## config.mk

```make
export PLATFORM = sky130hd
export DESIGN_NAME = ndiv_top
export DESIGN_NICKNAME = d
export VERILOG_FILES = /design/src/rtl/ndiv_pkg.sv /design/src/rtl/ndiv_ctrl.sv /design/src/rtl/ndiv_count_dp.sv /design/src/rtl/ndiv_top.sv
export SDC_FILE = /design/constraint.sdc
export NUM_CORES = 1
export LEC_CHECK = 0
export BUFFER_PORTS_ARGS = -buffer_cell sky130_fd_sc_hd__buf_4
export CORE_MARGIN = 3
export CORE_UTILIZATION = 32
export CTS_CLUSTER_SIZE = 28
export DETAILED_ROUTE_END_ITERATION = 8
export PLACE_DENSITY_LB_ADDON = 0.25
export SYNTH_ARGS = -nofsm -noshare
export SYNTH_HDL_FRONTEND = slang
export SYNTH_HIERARCHICAL = 1
export SYNTH_SLANG_ARGS = --single-unit
```

## constraint.sdc

```tcl
create_clock -name clk -period 3.8 [get_ports clk]
set_input_delay 0.19 -clock clk [delete_from_list [all_inputs] [get_ports clk]]
set_output_delay 0.19 -clock clk [all_outputs]
set_load 0.005 [all_outputs]
```

## src/rtl/ndiv_pkg.sv

```systemverilog
package ndiv_pkg;
  localparam int MODE_W = 3;
  localparam int A_W    = 6;
  localparam int B_W    = 13;
  localparam int P_W    = 6;

  typedef struct packed {
    logic [P_W-1:0] p;
    logic           dual;
    logic [A_W-1:0] a;
    logic [B_W-1:0] b;
  } divCfg_t;

  typedef struct packed {
    logic restart;
    logic boundary;
    logic reload;
  } ctrlStrobe_t;

  typedef struct packed {
    logic [P_W-1:0] p;
    logic           dual;
  } modeDec_t;

  function automatic modeDec_t decodeMode(input logic [MODE_W-1:0] code);
    modeDec_t d;
    unique case (code)
      3'b000:  d = '{p: P_W'(1),  dual: 1'b0};
      3'b001:  d = '{p: P_W'(2),  dual: 1'b0};
      3'b010:  d = '{p: P_W'(2),  dual: 1'b1};
      3'b011:  d = '{p: P_W'(4),  dual: 1'b1};
      3'b100:  d = '{p: P_W'(8),  dual: 1'b1};
      3'b101:  d = '{p: P_W'(16), dual: 1'b1};
      3'b110:  d = '{p: P_W'(32), dual: 1'b1};
      default: d = '{p: P_W'(3),  dual: 1'b0};
    endcase
    return d;
  endfunction

  localparam divCfg_t FALLBACK_CFG = '{p: P_W'(32), dual: 1'b1, a: '0, b: B_W'(1)};
endpackage

```

## src/rtl/ndiv_ctrl.sv

```systemverilog
module ndiv_ctrl
  import ndiv_pkg::*;
(
  input  logic              clk,
  input  logic              rst,
  input  logic              syncIn,
  input  logic [MODE_W-1:0] modeCode,
  input  logic [A_W-1:0]    aIn,
  input  logic [B_W-1:0]    bIn,
  input  logic              termFlag,
  output divCfg_t           loadCfg,
  output divCfg_t           actCfg,
  output ctrlStrobe_t       strobe,
  output logic              cfgErr
);
  modeDec_t dec;
  divCfg_t  reqCfg;
  logic     reqLegal;

  always_comb begin
    dec         = decodeMode(modeCode);
    reqCfg.p    = dec.p;
    reqCfg.dual = dec.dual;
    reqCfg.a    = dec.dual ? aIn : '0;
    reqCfg.b    = bIn;
    reqLegal    = (bIn != '0) &&
                  (!dec.dual || ((P_W'(aIn) < dec.p) && (bIn >= B_W'(aIn))));
  end

  always_comb begin
    strobe.restart  = rst | syncIn;
    strobe.boundary = termFlag & ~strobe.restart;
    strobe.reload   = strobe.restart | termFlag;
    if (reqLegal)  loadCfg = reqCfg;
    else if (rst)  loadCfg = FALLBACK_CFG;
    else           loadCfg = actCfg;
  end

  always_ff @(posedge clk) begin
    if (rst) begin
      actCfg <= loadCfg;
      cfgErr <= 1'b0;
    end else begin
      if (strobe.reload) actCfg <= loadCfg;
      cfgErr <= ~reqLegal;
    end
  end
endmodule

```

## src/rtl/ndiv_count_dp.sv

```systemverilog
module ndiv_count_dp
  import ndiv_pkg::*;
(
  input  logic        clk,
  input  ctrlStrobe_t strobe,
  input  divCfg_t     loadCfg,
  input  divCfg_t     actCfg,
  output logic        termFlag,
  output logic        divPulse
);
  logic [P_W-1:0] preCnt;
  logic [B_W-1:0] bCnt;
  logic [A_W-1:0] aLeft;
  logic [A_W-1:0] aNext;

  function automatic logic [P_W-1:0] firstPre(input logic [P_W-1:0] p,
                                               input logic [A_W-1:0] extLeft);
    return (extLeft != '0) ? p : p - P_W'(1);
  endfunction

  always_comb begin
    termFlag = (preCnt == '0) && (bCnt == '0);
    aNext    = (aLeft != '0) ? aLeft - A_W'(1) : '0;
  end

  always_ff @(posedge clk) begin
    if (strobe.reload) begin
      preCnt   <= firstPre(loadCfg.p, loadCfg.a);
      bCnt     <= loadCfg.b - B_W'(1);
      aLeft    <= loadCfg.a;
      divPulse <= strobe.boundary;
    end else if (preCnt == '0) begin
      preCnt   <= firstPre(actCfg.p, aNext);
      bCnt     <= bCnt - B_W'(1);
      aLeft    <= aNext;
      divPulse <= 1'b0;
    end else begin
      preCnt   <= preCnt - P_W'(1);
      divPulse <= 1'b0;
    end
  end
endmodule

```

## src/rtl/ndiv_top.sv

```systemverilog
module ndiv_top
  import ndiv_pkg::*;
(
  input  logic              clk,
  input  logic              rst,
  input  logic              syncIn,
  input  logic [MODE_W-1:0] modeCode,
  input  logic [A_W-1:0]    aIn,
  input  logic [B_W-1:0]    bIn,
  output logic              divPulse,
  output logic              cfgErr
);
  divCfg_t     loadCfg;
  divCfg_t     actCfg;
  ctrlStrobe_t strobe;
  logic        termFlag;

  ndiv_ctrl u_ctrl (
    .clk(clk), .rst(rst), .syncIn(syncIn), .modeCode(modeCode),
    .aIn(aIn), .bIn(bIn), .termFlag(termFlag), .loadCfg(loadCfg),
    .actCfg(actCfg), .strobe(strobe), .cfgErr(cfgErr)
  );

  ndiv_count_dp u_dp (
    .clk(clk), .strobe(strobe), .loadCfg(loadCfg), .actCfg(actCfg),
    .termFlag(termFlag), .divPulse(divPulse)
  );
endmodule

```

==> metrics <==
outcome=completed; area of the mapped netlist=3600 sq um; top routing layer in use=met4; RSZ-0062 raised after global routing=false; final setup TNS=0 ns; routed wl met2=4070 microns; fin crit share=0.934; Clock power frac=0.242; CP Cell Sequence=buf_4 -> or3b_2 -> ha_1 -> nand2_1 -> nor3_1 -> o31ai_4 -> o211ai_2 -> a211oi_4 -> buf_4 -> mux2_2 -> nor3b_1 -> o21ai_0 -> nor3_1 -> o21ai_0 -> xor2_1; # Post-CTS Setup Buffers=0; WP data arrival=3.59 ns; deepest clock path buffer count=2; die area=12600 sq um; CTS root buf=clkbuf_16; DR WL/cell=15.3 microns; fin. max-slew vios=0; sequential fraction of design power=0.451; clk slew on worst S/H paths=0.07 ns; Setup crit start kind=input pin; switch share=0.315; first-pass GRT wire length=13600 microns; Int Power=0.00127 W; final hold slack=0.236 ns; Worst-Skew Late Latency=0.29 ns; CTS resizes=0; Reg-to-Reg End=u_dp/bCnt[11]; CTS Buf Count=5; Worst Path Required=3.84 ns; DR vias/cell=5.07; skew final=0.00696 ns; Critical Path End=u_dp/bCnt[11]; Total Power=0.00185 W; max-cap violations=0; hpwl dp=6350 microns; WS Path Type=input pin to flip-flop; min Tclk post-route=3.55 ns; total track usage=0.132; pin count of the biggest net entering global routing=30; Yosys warnings=6; Non-Filler Instances=531; NetSw=0.000583 W; Synth Net Count=392; Worst Max-Slew Pin Slew=0.542 ns; CP peak stage delay=0.49 ns; FF-to-FF Start=u_dp/preCnt[0]; hold_buf cts=0; DR iter-0 viols=94; GP Congestion=0.791; DRC=0; leakage dissipation=1.72 nW; total wire length=8120 microns; total number of vias=2691; layout cell share with drive strength beyond 1=0.210; Die Y-Extent=112 microns; Hold Violations, Final=0; Post-DRT Antenna Nets=0; Setup-failing EPs final=0; vias in the first global route=2657; fmax=282 MHz; WL met3=304 microns; DR pass1 iterations=4; DRT met1 WL=3690 microns; Critical Path Start=modeCode[1]; CTS tree=done; core area=10900 sq um; Port Buffers=26; critical path's slowest cell=or3b_2; r2r setup slk=0.36 ns; Hold Path Class=input pin to flip-flop; Max Fanout on Critical Path=9; area delta synth->final=17.0%; Max transition margin=0.635; fin nets=432; H-tree Lvls=2; critical path capture point type=flip-flop; hold wc startpoint=bIn[12]; Top Ports=27; initial antenna violation count=0; grt total ovfl=0; Avg Synthesized Cell Area=10.3 sq um; number of clock sinks=52; Gate power share=0.307; Gate Count Post-Synth=350; PwrDens=439 nW/um^2; starting density of the core=0.329; n_diodes=0; VDD IR max=0.199 mV; # rows=38; Die W=112 microns; placed cells=523; reg2reg path depth=13
## flip-flops by register name, indices dropped and copies added, names as in the netlist
| signal | count |
|---|---|
| u_ctrl/actCfg | 25 |
| u_dp/bCnt | 13 |
| u_dp/aLeft | 6 |
| u_dp/preCnt | 6 |
| u_ctrl/cfgErr | 1 |
| u_dp/divPulse | 1 |
## layout by cell type, fill, tap and decap left out, drive strengths merged, types with 2 or more instances in the layout
cell type	n
buf	46
edfxtp	44
mux2i	28
nor2	27
nor3	22
nand2	21
inv	20
ha	17
nor2b	16
xnor2	15
o21ai	13
nand2b	12
a21oi	12
mux2	12
dfxtp	8
xor2	7
nor4	7
clkbuf	6
or3	6
o31ai	5
nor3b	4
nand3	4
nand3b	3
or4	3
nor4b	3
a31oi	2
nand4	2
or2	2
a311oi	2
a21o	2
o211a	2
and2	2
and3	2
o211ai	2
## final cells by class
class                           count  area (sq um)
Fill cell                        1079          6720
Clock buffer                        6           129
Tap cell                          140           175
Clock inverter                      2          13.8
Inverter                           19          71.3
Multi-Input combinational cell    266          1980
Sequential cell                    52          1480
Timing Repair Buffer               46           358
## critical path, delay by kind of cell
family	cells	cell delay (ns)
AOI/OAI and AO/OA	5	0.88
xor gates and xnor gates	1	0.19
adders and majority gates	1	0.30
buffers and inverters	2	0.36
muxes	1	0.37
and+or+nand+nor	5	1.27
## worst min-delay path by stage
stage	end	slack, ns	depth (start not counted)
5_1_grt	u_ctrl/actCfg[12]	0.23	2
2_1_floorplan	u_ctrl/actCfg[12]	0.42	1
6_report	u_ctrl/actCfg[12]	0.24	2
4_1_cts	u_ctrl/actCfg[12]	0.23	2
3_3_place_gp	u_ctrl/actCfg[12]	0.53	2
3_5_place_dp	u_ctrl/actCfg[12]	0.54	2
## power by group through the flow
stage	Sequential [W]	Clock, W	Combinational [W]
global route	0.000851	0.000487	0.000637
CTS	0.000834	0.000464	0.000573
global placement	0.000843	0	0.000561
detailed placement	0.000846	0	0.000569
floorplan	0.000820	0	0.000419
finish	0.000834	0.000449	0.000568
## through the flow
step           setup WS [ns]  cell area (sq um)   util
2_1_floorplan          0.100               3600      -
3_3_place_gp           0.134               4070  0.372
5_1_grt               0.0446               4210  0.385
3_5_place_dp          0.0387               4070  0.372
4_1_cts                0.218               4210  0.385
6_report               0.251               4210  0.385
## layer usage
metal	vias to the layer above	track usage
li1	1355	-
met1	1283	0.176
met2	48	0.228
met3	5	0.0199
met4	0	0.0280
met5	-	0
No activity file was read; power rests on OpenSTA's default activity.
